===== src/rtl/necc_pkg.sv =====
package necc_pkg;
  typedef enum logic [1:0] {
    ST_CLEAN = 2'b00,
    ST_FIXED = 2'b01,
    ST_BAD   = 2'b10
  } ecc_status_e;

  localparam int CODE_W   = 24;
  localparam int STAGES   = CODE_W / 2;
  localparam int CODE_ONE = (1 << CODE_W) - 1;
endpackage


===== src/rtl/necc_regroup.sv =====
module necc_regroup #(
  parameter int CODE_W = 24
) (
  input  logic [CODE_W-1:0] code,
  output logic [CODE_W-1:0] grp
);
  localparam int ST = CODE_W / 2;

  logic [ST-1:0] even_p;
  logic [ST-1:0] odd_p;

  // unpack: low nibble of byte2 continues the even chain, high nibble the odd chain
  assign even_p = {code[19:16], code[7:0]};
  assign odd_p  = {code[23:20], code[15:8]};

  // group 0: stages 3..6, group 1: stages 7..10
  for (genvar k = 0; k < 4; k++) begin : g_mid
    assign grp[2*k]       = even_p[3+k];
    assign grp[2*k+1]     = odd_p[3+k];
    assign grp[8+2*k]     = even_p[7+k];
    assign grp[8+2*k+1]   = odd_p[7+k];
  end
  // group 2: top stage first, then stages 0..2
  assign grp[16] = even_p[11];
  assign grp[17] = odd_p[11];
  for (genvar k = 0; k < 3; k++) begin : g_low
    assign grp[18+2*k] = even_p[k];
    assign grp[19+2*k] = odd_p[k];
  end
endmodule


===== src/rtl/necc_syndrome.sv =====
module necc_syndrome #(
  parameter int CODE_W = 24
) (
  input  logic [CODE_W-1:0] grp_a,
  input  logic [CODE_W-1:0] grp_b,
  output logic [CODE_W-1:0] syn
);
  logic [CODE_W-1:0] diff;

  assign diff = grp_a ^ grp_b;

  // reorder so that bit 2k / 2k+1 hold the even / odd parity of stage k
  assign syn[5:0]   = diff[23:18];
  assign syn[13:6]  = diff[7:0];
  assign syn[21:14] = diff[15:8];
  assign syn[22]    = diff[16];
  assign syn[23]    = diff[17];
endmodule


===== src/rtl/necc_classify.sv =====
module necc_classify
  import necc_pkg::*;
#(
  parameter int BIT_W  = 3,
  parameter int OFF_W  = 9
) (
  input  logic [2*(BIT_W+OFF_W)-1:0] syn,
  input  logic                       erased,
  output ecc_status_e                status,
  output logic [OFF_W-1:0]           fix_byte,
  output logic [BIT_W-1:0]           fix_bit
);
  localparam int LOC_W = BIT_W + OFF_W;
  localparam int SYN_W = 2 * LOC_W;
  localparam int CNT_W = $clog2(SYN_W + 1);

  logic [CNT_W-1:0] ones;
  logic [LOC_W-1:0] loc;

  always_comb begin
    ones = '0;
    for (int i = 0; i < SYN_W; i++) ones = ones + CNT_W'(syn[i]);
  end

  for (genvar j = 0; j < LOC_W; j++) begin : g_loc
    assign loc[j] = syn[2*j+1];
  end

  always_comb begin
    status   = ST_BAD;
    fix_byte = '0;
    fix_bit  = '0;
    if (ones == '0) begin
      status = ST_CLEAN;
    end else if (ones == CNT_W'(1) || ones == CNT_W'(LOC_W - 1)) begin
      status = ST_BAD;
    end else if (ones == CNT_W'(LOC_W)) begin
      status   = ST_FIXED;
      fix_byte = loc[LOC_W-1:BIT_W];
      fix_bit  = loc[BIT_W-1:0];
    end else if (erased) begin
      status = ST_CLEAN;
    end
  end
endmodule


===== src/rtl/nand_ecc_corrector.sv =====
module nand_ecc_corrector
  import necc_pkg::*;
#(
  parameter int SECTOR_BYTES = 512,
  parameter int PAGE_SECTORS = 4
) (
  input  logic                            clk,
  input  logic                            rst,
  input  logic                            start,
  input  logic                            multi_sector,
  input  logic                            pair_valid,
  output logic                            pair_ready,
  input  logic [CODE_W-1:0]               code_stored,
  input  logic [CODE_W-1:0]               code_calc,
  output logic                            rpt_valid,
  output logic [$clog2(PAGE_SECTORS)-1:0] rpt_sector,
  output logic [1:0]                      rpt_status,
  output logic [$clog2(SECTOR_BYTES)-1:0] rpt_byte,
  output logic [2:0]                      rpt_bit,
  output logic                            done,
  output logic [1:0]                      res_status,
  output logic [$clog2(PAGE_SECTORS)-1:0] res_sector
);
  localparam int OFF_W  = $clog2(SECTOR_BYTES);
  localparam int BIT_W  = 3;
  localparam int SIDX_W = $clog2(PAGE_SECTORS);

  typedef enum logic [1:0] {S_IDLE, S_TAKE, S_JUDGE} seq_state_e;

  seq_state_e        state;
  logic [SIDX_W-1:0] sect;
  logic [SIDX_W-1:0] last_sect;
  logic [CODE_W-1:0] grp_st, grp_ca, syn_w, syn_q;
  logic              erased_q;
  ecc_status_e       cls_status;
  logic [OFF_W-1:0]  cls_byte;
  logic [BIT_W-1:0]  cls_bit;
  logic              at_last;

  necc_regroup #(.CODE_W(CODE_W)) i_grp_st (.code(code_stored), .grp(grp_st));
  necc_regroup #(.CODE_W(CODE_W)) i_grp_ca (.code(code_calc),   .grp(grp_ca));
  necc_syndrome #(.CODE_W(CODE_W)) i_syn (.grp_a(grp_st), .grp_b(grp_ca), .syn(syn_w));
  necc_classify #(.BIT_W(BIT_W), .OFF_W(OFF_W)) i_cls (
    .syn(syn_q), .erased(erased_q),
    .status(cls_status), .fix_byte(cls_byte), .fix_bit(cls_bit)
  );

  assign pair_ready = (state == S_TAKE);
  assign at_last    = (sect == last_sect);

  always_ff @(posedge clk) begin
    if (rst) begin
      state      <= S_IDLE;
      sect       <= '0;
      last_sect  <= '0;
      syn_q      <= '0;
      erased_q   <= 1'b0;
      rpt_valid  <= 1'b0;
      rpt_sector <= '0;
      rpt_status <= ST_CLEAN;
      rpt_byte   <= '0;
      rpt_bit    <= '0;
      done       <= 1'b0;
      res_status <= ST_CLEAN;
      res_sector <= '0;
    end else begin
      rpt_valid <= 1'b0;
      done      <= 1'b0;
      case (state)
        S_IDLE: begin
          if (start) begin
            state      <= S_TAKE;
            sect       <= '0;
            last_sect  <= multi_sector ? SIDX_W'(PAGE_SECTORS - 1) : '0;
            res_status <= ST_CLEAN;
            res_sector <= '0;
          end
        end
        S_TAKE: begin
          if (pair_valid) begin
            if (code_stored == code_calc) begin
              rpt_valid  <= 1'b1;
              rpt_sector <= sect;
              rpt_status <= ST_CLEAN;
              rpt_byte   <= '0;
              rpt_bit    <= '0;
              res_sector <= sect;
              if (at_last) begin
                done  <= 1'b1;
                state <= S_IDLE;
              end else begin
                sect <= sect + SIDX_W'(1);
              end
            end else begin
              syn_q    <= syn_w;
              erased_q <= (code_stored == CODE_W'(CODE_ONE)) && (code_calc == '0);
              state    <= S_JUDGE;
            end
          end
        end
        S_JUDGE: begin
          rpt_valid  <= 1'b1;
          rpt_sector <= sect;
          rpt_status <= cls_status;
          rpt_byte   <= cls_byte;
          rpt_bit    <= cls_bit;
          res_sector <= sect;
          if (cls_status > res_status) res_status <= cls_status;
          if (cls_status == ST_BAD || at_last) begin
            done  <= 1'b1;
            state <= S_IDLE;
          end else begin
            sect  <= sect + SIDX_W'(1);
            state <= S_TAKE;
          end
        end
        default: state <= S_IDLE;
      endcase
    end
  end
endmodule


===== config.mk =====
export PLATFORM = sky130hd
export DESIGN_NAME = nand_ecc_corrector
export DESIGN_NICKNAME = d
export VERILOG_FILES = /design/src/rtl/necc_pkg.sv /design/src/rtl/necc_regroup.sv /design/src/rtl/necc_syndrome.sv /design/src/rtl/necc_classify.sv /design/src/rtl/nand_ecc_corrector.sv
export SDC_FILE = /design/constraint.sdc
export NUM_CORES = 1
export LEC_CHECK = 0
export BUFFER_PORTS_ARGS = -buffer_cell sky130_fd_sc_hd__buf_2
export CORE_MARGIN = 2
export CORE_UTILIZATION = 40
export CTS_BUF_LIST = sky130_fd_sc_hd__clkbuf_4 sky130_fd_sc_hd__clkbuf_8
export DETAILED_ROUTE_END_ITERATION = 8
export PLACE_DENSITY_LB_ADDON = 0.1
export SYNTH_ARGS = -nofsm -noshare
export SYNTH_HDL_FRONTEND = slang
export SYNTH_HIERARCHICAL = 1
export SYNTH_SLANG_ARGS = --single-unit

===== constraint.sdc =====
create_clock -name clk -period 9.45 [get_ports clk]
set_input_delay 0 -clock clk [delete_from_list [all_inputs] [get_ports clk]]
set_output_delay 0 -clock clk [all_outputs]
set_load 0.02 [all_outputs]

# Word level (Yosys, flattened, before mapping)
# Cells that the tools add are included.
# op_classes
magnitude_cmp	1
addsub	24
n_eq_ne	16
mux	46
bitwise	2
n_reduce_logical	16
# ops
operator	n
5-bit by 1-bit adder with 5-bit output	22
9-bit 2-to-1 mux	5
2-bit 2-to-1 mux	19
24-bit equality test	1
24-bit equality test, second input constant	1
24-bit zero test	1
24-bit XOR	1
2-bit case mux with 3 select lines	3
9-bit case mux with 2 select lines	1
3-bit 2-to-1 mux	5
2-bit case mux with 2 select lines	3
3-bit AND reduction	4
5-bit by 4-bit equality test with 1-bit output, second input constant	2
2-bit != test, second input constant	5
1-bit 2-to-1 mux	7
3-bit case mux with 2 select lines	1
6-bit AND reduction	1
5-bit by 1-bit equality test with 1-bit output, second input constant	1
5-bit zero test	1
2-bit equality test, second input constant	2
1-bit case mux with 2 select lines	2
4-bit AND reduction	1
2-bit nonzero test	2
3-bit != test, second input constant	1
12 further kinds	13
# word_totals
elab_cells	118
in_bits	53
out_inout_bits	23
register_bits	53

# Longest topological paths before layout
# depth
ltp_word	31
depth_mapped	24
ltp_nobuf	23

# By module
# Netlist, hierarchy kept.
# modules_own_cells
mod	area_each_um2	cells_each	instances	seq_area_each_um2
nand_ecc_corrector	2904.0	341	1	1041.0
necc_classify	819.5	94	1	0.0
necc_regroup	180.2	24	2	0.0
necc_syndrome	210.2	24	1	0.0

# Worst setup path after synthesis
# Ideal clock, no wire load.
# synth_path
kind	register to register
startpoint	reg syn_q[2]
endpoint	reg res_status[1]
path_slack_ns	3.335
required_time_ns	9.323
path_stages_with_launch	23
synth_period_minus_slack_ns	6.115
arrival_time_ns	5.988
n_path_buf	0
setup_ns	0.127
path_cell_list	dfxtp_1 fa_1 inv_1 fa_1 inv_1 fa_1 fa_1 inv_1 fa_1 fa_1 fa_1 nand2b_1 o31a_1 nor4_4 mux2i_1 nor4b_2 ha_1 nand2_1 o21ai_0 a211oi_1 nor2_1 a31oi_1 nor2_1
# synth_via
elab_chain_len	29
word_cells_on_any_way	35
cone_classes	add/sub: 22; order compare: 1; eq/ne: 4; mux: 5; reduce/logical: 3
# synth_rtl
item	line_no	source
from (decl)	nand_ecc_corrector.sv:33	logic [CODE_W-1:0] grp_st, grp_ca, syn_w, syn_q;
from (signal assigned)	nand_ecc_corrector.sv:95	syn_q <= syn_w;
5-bit by 1-bit adder with 5-bit output * (22 in a row)	necc_classify.sv:22	for (int i = 0; i < SYN_W; i++) ones = ones + CNT_W'(syn[i]);
5-bit by 4-bit equality test with 1-bit output, or another cell as far along	necc_classify.sv:37	end else if (ones == CNT_W'(LOC_W)) begin
2-bit 2-to-1 mux / 1-bit logical OR (equally long branches)	necc_classify.sv:37, necc_classify.sv:35	
2-bit 2-to-1 mux	necc_classify.sv:35	end else if (ones == CNT_W'(1) || ones == CNT_W'(LOC_W - 1)) begin
2-bit 2-to-1 mux *	necc_classify.sv:33	if (ones == '0) begin
named net cls_status[1]	nand_ecc_corrector.sv:35	ecc_status_e cls_status;
2-bit > comparator	nand_ecc_corrector.sv:108	if (cls_status > res_status) res_status <= cls_status;
2-bit != test (no source line)	n/a	
3-bit AND reduction (no source line)	n/a	
to (signal assigned)	nand_ecc_corrector.sv:108	
to (decl)	nand_ecc_corrector.sv:21	output logic [1:0] res_status,
# The timed path passes the listed nets; every way through them passes the cells marked *. The select of a mux whose other input is x is not followed.
# A chain may end at the register's enable or synchronous reset.

# Worst setup path after layout
# Ends and elaborated chain as after synthesis.

==> flow_summary.html <==
<table>
<tr><th>Metric</th><th>Value</th></tr>
<tr><th colspan="2">Timing</th></tr>
<tr><td>RSZ-0062 raised after global routing</td><td>no</td></tr>
<tr><td>Total negative setup slack</td><td>0 ps</td></tr>
<tr><td>Max-slew violation count</td><td>0</td></tr>
<tr><td>Worst Tran Pin Value</td><td>between 900 and 1000 ps</td></tr>
<tr><td>FMAX</td><td>152 MHz</td></tr>
<tr><td>Slew headroom</td><td>39.7%</td></tr>
<tr><td>Setup violations, final</td><td>0</td></tr>
<tr><td>Final cycle utilization of the critical path</td><td>a little over two thirds</td></tr>
<tr><td>Tmin final</td><td>6570 ps</td></tr>
<tr><td>Setup skew after layout</td><td>~21 ps</td></tr>
<tr><td>Final hold vios</td><td>0</td></tr>
<tr><th colspan="2">Placement</th></tr>
<tr><td>Dpl hpwl</td><td>8130 µm</td></tr>
<tr><td>Routability congestion estimate</td><td>~0.87</td></tr>
<tr><td>Buffers added on ports</td><td>75</td></tr>
<tr><th colspan="2">Yosys</th></tr>
<tr><td>Post-Synthesis Net Count</td><td>a little under 600</td></tr>
<tr><td>Cell area after synthesis</td><td>~4300 µm²</td></tr>
<tr><td>Area fraction of the dominant cell type after synthesis</td><td>about 24%</td></tr>
<tr><td>Multiplexer share of the synthesized area</td><td>roughly a tenth</td></tr>
<tr><td>Compound-Gate Fraction of Synth Area</td><td>7.02%</td></tr>
<tr><td>Adder-cell share of the synthesized area</td><td>a little under an eighth</td></tr>
<tr><td>Yosys cell types</td><td>54</td></tr>
<tr><td>Cell types with the highest counts after synthesis</td><td>sky130_fd_sc_hd__nand2_1 (84), sky130_fd_sc_hd__dfxtp_1 (52), sky130_fd_sc_hd__buf_4 (49)</td></tr>
<tr><td>Synth Warn #</td><td>6</td></tr>
<tr><td>Gate count of the mapped netlist</td><td>507</td></tr>
<tr><td>Synthesized area divided by synthesized cell count</td><td>between 8 and 9 µm²</td></tr>
<tr><td>Sequential share of the synthesized area</td><td>about a quarter</td></tr>
<tr><td>Share of async-settable or async-resettable flops after synthesis</td><td>0%</td></tr>
<tr><td>Dominant combinational cell family by area after synthesis</td><td>simple AND/OR/NAND/NOR gates</td></tr>
<tr><td>Primary FF master, synth</td><td>sky130_fd_sc_hd__dfxtp_1</td></tr>
<tr><td>Xor/xnor share of the synthesized area</td><td>6.32%</td></tr>
<tr><td>Area contributors post-synth</td><td>sky130_fd_sc_hd__dfxtp_1 (24%), sky130_fd_sc_hd__mux2i_1 (10%), sky130_fd_sc_hd__buf_4 (8.6%)</td></tr>
<tr><td>Post-Synth Simple-Gate Area</td><td>between 20% and 30%</td></tr>
<tr><td>Most frequently used cell type in the post-synthesis netlist</td><td>sky130_fd_sc_hd__nand2_1</td></tr>
<tr><td>Flip-flop and latch count after synthesis</td><td>52</td></tr>
<tr><td>Cell type with the highest aggregate area in the netlist</td><td>sky130_fd_sc_hd__dfxtp_1</td></tr>
<tr><td>Count of flip-flops with a built-in enable after synthesis</td><td>0</td></tr>
<tr><th colspan="2">Die</th></tr>
<tr><td>Core Area</td><td>10400 µm²</td></tr>
<tr><td>Die X</td><td>108 µm</td></tr>
<tr><td>Floorplan die area</td><td>approximately 12000 µm²</td></tr>
<tr><td>I/O pin total</td><td>76</td></tr>
<tr><td>Die boundary height</td><td>between 100 and 150 µm</td></tr>
<tr><td>Starting density of the core</td><td>between 40% and 50%</td></tr>
<tr><td>Row cnt</td><td>37</td></tr>
<tr><th colspan="2">Global route</th></tr>
<tr><td>Via count of the first global-routing pass</td><td>3364</td></tr>
<tr><td>Pin count of the biggest net entering global routing</td><td>72</td></tr>
<tr><td>Initial antenna violation count</td><td>0</td></tr>
<tr><td>Overall track demand over capacity in global routing</td><td>a little under a fifth</td></tr>
<tr><td>Sum of overflow across all layers after global routing</td><td>0</td></tr>
<tr><td>First-pass GRT wire length</td><td>roughly 17000 µm</td></tr>
<tr><th colspan="2">Setup path</th></tr>
<tr><td>Critical path startpoint category</td><td>flop</td></tr>
<tr><td>Slowest-stage cell, CP</td><td>sky130_fd_sc_hd__fa_1</td></tr>
<tr><td>Path depth of the worst reg2reg path</td><td>23</td></tr>
<tr><td>Internal reg-to-reg setup slack</td><td>2880 ps</td></tr>
<tr><td>Critical R2R Capture</td><td>res_status[1]$_SDFFE_PP0P_</td></tr>
<tr><td>Worst setup EP type</td><td>flop</td></tr>
<tr><td>WP data required</td><td>slightly below 10000 ps</td></tr>
<tr><td>Most repeated library cell on the critical path</td><td>sky130_fd_sc_hd__fa_1</td></tr>
<tr><td>Worst R2R Start</td><td>syn_q[2]$_SDFFE_PP0P_</td></tr>
<tr><td>Crit path cell chain</td><td>fa_1 -&gt; inv_1 -&gt; fa_1 -&gt; inv_1 -&gt; fa_1 -&gt; fa_1 -&gt; inv_1 -&gt; fa_1 -&gt; fa_1 -&gt; fa_1 -&gt; nand2b_1 -&gt; nand2_1 -&gt; o22ai_1 -&gt; a32oi_1 -&gt; buf_4 -&gt; nor4b_2 -&gt; ha_1 -&gt; nand2_1 -&gt; o21ai_0 -&gt; a211oi_1 -&gt; nor2_1 -&gt; a31oi_1 -&gt; nor2_1</td></tr>
<tr><td>Critical path endpoint</td><td>res_status[1]$_SDFFE_PP0P_</td></tr>
<tr><td>Largest fanout on the critical path</td><td>14</td></tr>
<tr><td>Worst Path Class, Setup</td><td>flop to flop</td></tr>
<tr><td>Delay of the slowest critical-path stage</td><td>~540 ps</td></tr>
<tr><td>Launch point of the critical path</td><td>syn_q[2]$_SDFFE_PP0P_</td></tr>
<tr><td>Arrival time reported for the critical path endpoint</td><td>around 6800 ps</td></tr>
<tr><th colspan="2">Clock network</th></tr>
<tr><td>Max clock buf depth</td><td>2</td></tr>
<tr><td>H-tree depth reported by CTS</td><td>2</td></tr>
<tr><td>Root buffer selected by CTS</td><td>sky130_fd_sc_hd__clkbuf_8</td></tr>
<tr><td>Clock buffers created by TritonCTS</td><td>5</td></tr>
<tr><td>CTS clock-pin slew for the worst setup and hold paths</td><td>between 100 and 150 ps</td></tr>
<tr><td>Clk Latency, worst-skew pair</td><td>~300 ps</td></tr>
<tr><td>Number of clock sinks seen by CTS</td><td>52</td></tr>
<tr><td>Number of instances resized during post-cts repair</td><td>0</td></tr>
<tr><td>TritonCTS clock tree</td><td>built</td></tr>
<tr><th colspan="2">Cells and area</th></tr>
<tr><td>Register Area</td><td>roughly 1000 µm²</td></tr>
<tr><td>Nets</td><td>between 600 and 700</td></tr>
<tr><td>Fillers</td><td>1063</td></tr>
<tr><td>Multi-input combinational cell area</td><td>2600 µm²</td></tr>
<tr><td>Area Overhead vs Synth</td><td>5.01%</td></tr>
<tr><td>Share of layout cells above drive strength 1</td><td>between 15 and 20%</td></tr>
<tr><td>Number of diodes</td><td>0</td></tr>
<tr><th colspan="2">Power and ir drop</th></tr>
<tr><td>Total power after layout</td><td>0.000917 W</td></tr>
<tr><td>Cell Pwr Density</td><td>203 nW/µm²</td></tr>
<tr><td>Static Leak</td><td>a little under 2 nW</td></tr>
<tr><td>Worst VDD drop</td><td>around 0.000092 V</td></tr>
<tr><th colspan="2">Route</th></tr>
<tr><td>Total via count in the routed design</td><td>approximately 3300</td></tr>
<tr><td>Violation count after the first detailed-routing iteration</td><td>between 100 and 150</td></tr>
<tr><td>Final wirelength</td><td>9910 µm</td></tr>
<tr><td>First-pass iteration count of the detailed router</td><td>5</td></tr>
<tr><td>Average vias per placed instance</td><td>~4.9</td></tr>
<tr><td>Final routed wire length divided by cell count</td><td>between 10 and 15 µm</td></tr>
<tr><td>Antenna violation net count after detailed routing</td><td>0</td></tr>
<tr><td># DRC</td><td>0</td></tr>
<tr><th colspan="2">Min path</th></tr>
<tr><td>Class of the worst hold path</td><td>input pin to flop</td></tr>
<tr><th colspan="2">Outcome</th></tr>
<tr><td>Outcome</td><td>completed</td></tr>
<tr><th colspan="2">Job</th></tr>
<tr><td>Max-capacitance violation count</td><td>0</td></tr>
</table>
-- timing repair --
action / CTS / global route
hold buffers: 4 / 0
endpoints found under the hold margin: 2 / 0
setup buffers: 0 / 0
-- layout make-up --
cell class	instances	area share (%)
sequential	52	23.1
inverter	48	4.00
clock buffer	5	1.53
timing repair buffer	81	9.54
tap	136	3.77
clock inverter	3	0.472
multi-input combinational	342	57.6
-- worst max-delay path: cells and delay by family, from the launching register on --
family	cells	cell delay (ps)
compound gates	5	900
fa+ha+maj	8	3900
buf+inv	4	410
flops	1	340
simple gates	6	910
-- routing by layer --
| layer | share of wire, % | GRT usage (%) | up-vias |
|---|---|---|---|
| met2 | 47 | 30.4 | 56 |
| li1 | - | - | 1671 |
| met4 | 0.73 | 2.93 | 0 |
| met3 | 3.2 | 1.88 | 4 |
| met1 | 49 | 25.3 | 1556 |
| met5 | 0 | 0 | - |
-- logic make-up after synthesis --
group,after synthesis
simple gates,198
mux,44
xor+xnor,31
compound gates,39
fa+ha+maj,30
buf+inv,113
flops,52
-- per-stage QoR --
stage          hold slack (ps)  util (%)  instance area [µm²]  setup WS (ps)  std cells
6_report                  17.0      43.5                 4510           2880        667
5_1_grt                   15.8      43.5                 4510           2390        667
4_1_cts                   5.80      43.5                 4510           2920        667
3_5_place_dp               273      42.2                 4380           2930        655
3_3_place_gp               259      42.2                 4380           3090        655
2_1_floorplan              147         -                 4290           3340        507
-- registers in the layout, summed over array words and instances (netlist names) --
name and count:
rpt_byte 9, erased_q 1, res_status 2, rpt_valid 1, res_sector 2, state 2, rpt_sector 2, rpt_status 2
sect 2, last_sect 1, rpt_bit 3, syn_q 24, done 1
-- worst min-delay path by stage --
stage                    startpoint                   endpoint  slack (ps)  depth (start not counted)
floorplan              multi_sector  last_sect[0]$_SDFFE_PP0P_         150                          2
global placement       multi_sector  last_sect[0]$_SDFFE_PP0P_         260                          3
detailed placement     multi_sector  last_sect[0]$_SDFFE_PP0P_         270                          3
CTS                 code_stored[18]     syn_q[20]$_SDFFE_PP0P_           6                          4
global route        code_stored[18]     syn_q[20]$_SDFFE_PP0P_          20                          4
finish              code_stored[18]     syn_q[20]$_SDFFE_PP0P_          20                          4
-- cells in the final DEF, fill, tap and decap left out, drive strengths merged, types with 6 or more instances in the layout --
master / instances
nor4: 7
dfxtp: 52
nor2: 16
ha: 13
o21ai: 6
nand2: 84
nor2b: 20
fa: 17
xor2: 28
inv: 49
mux2i: 44
nand2b: 25
nor3: 6
buf: 77
nand3: 17
a21oi: 8
-- power by group --
group,internal [W],switching (W)
sequential,0.000239,0.0000176
combinational,0.000225,0.000307
clock,0.0000527,0.0000754
total,0.000517,0.000401
(Power assumes the default switching activity.)
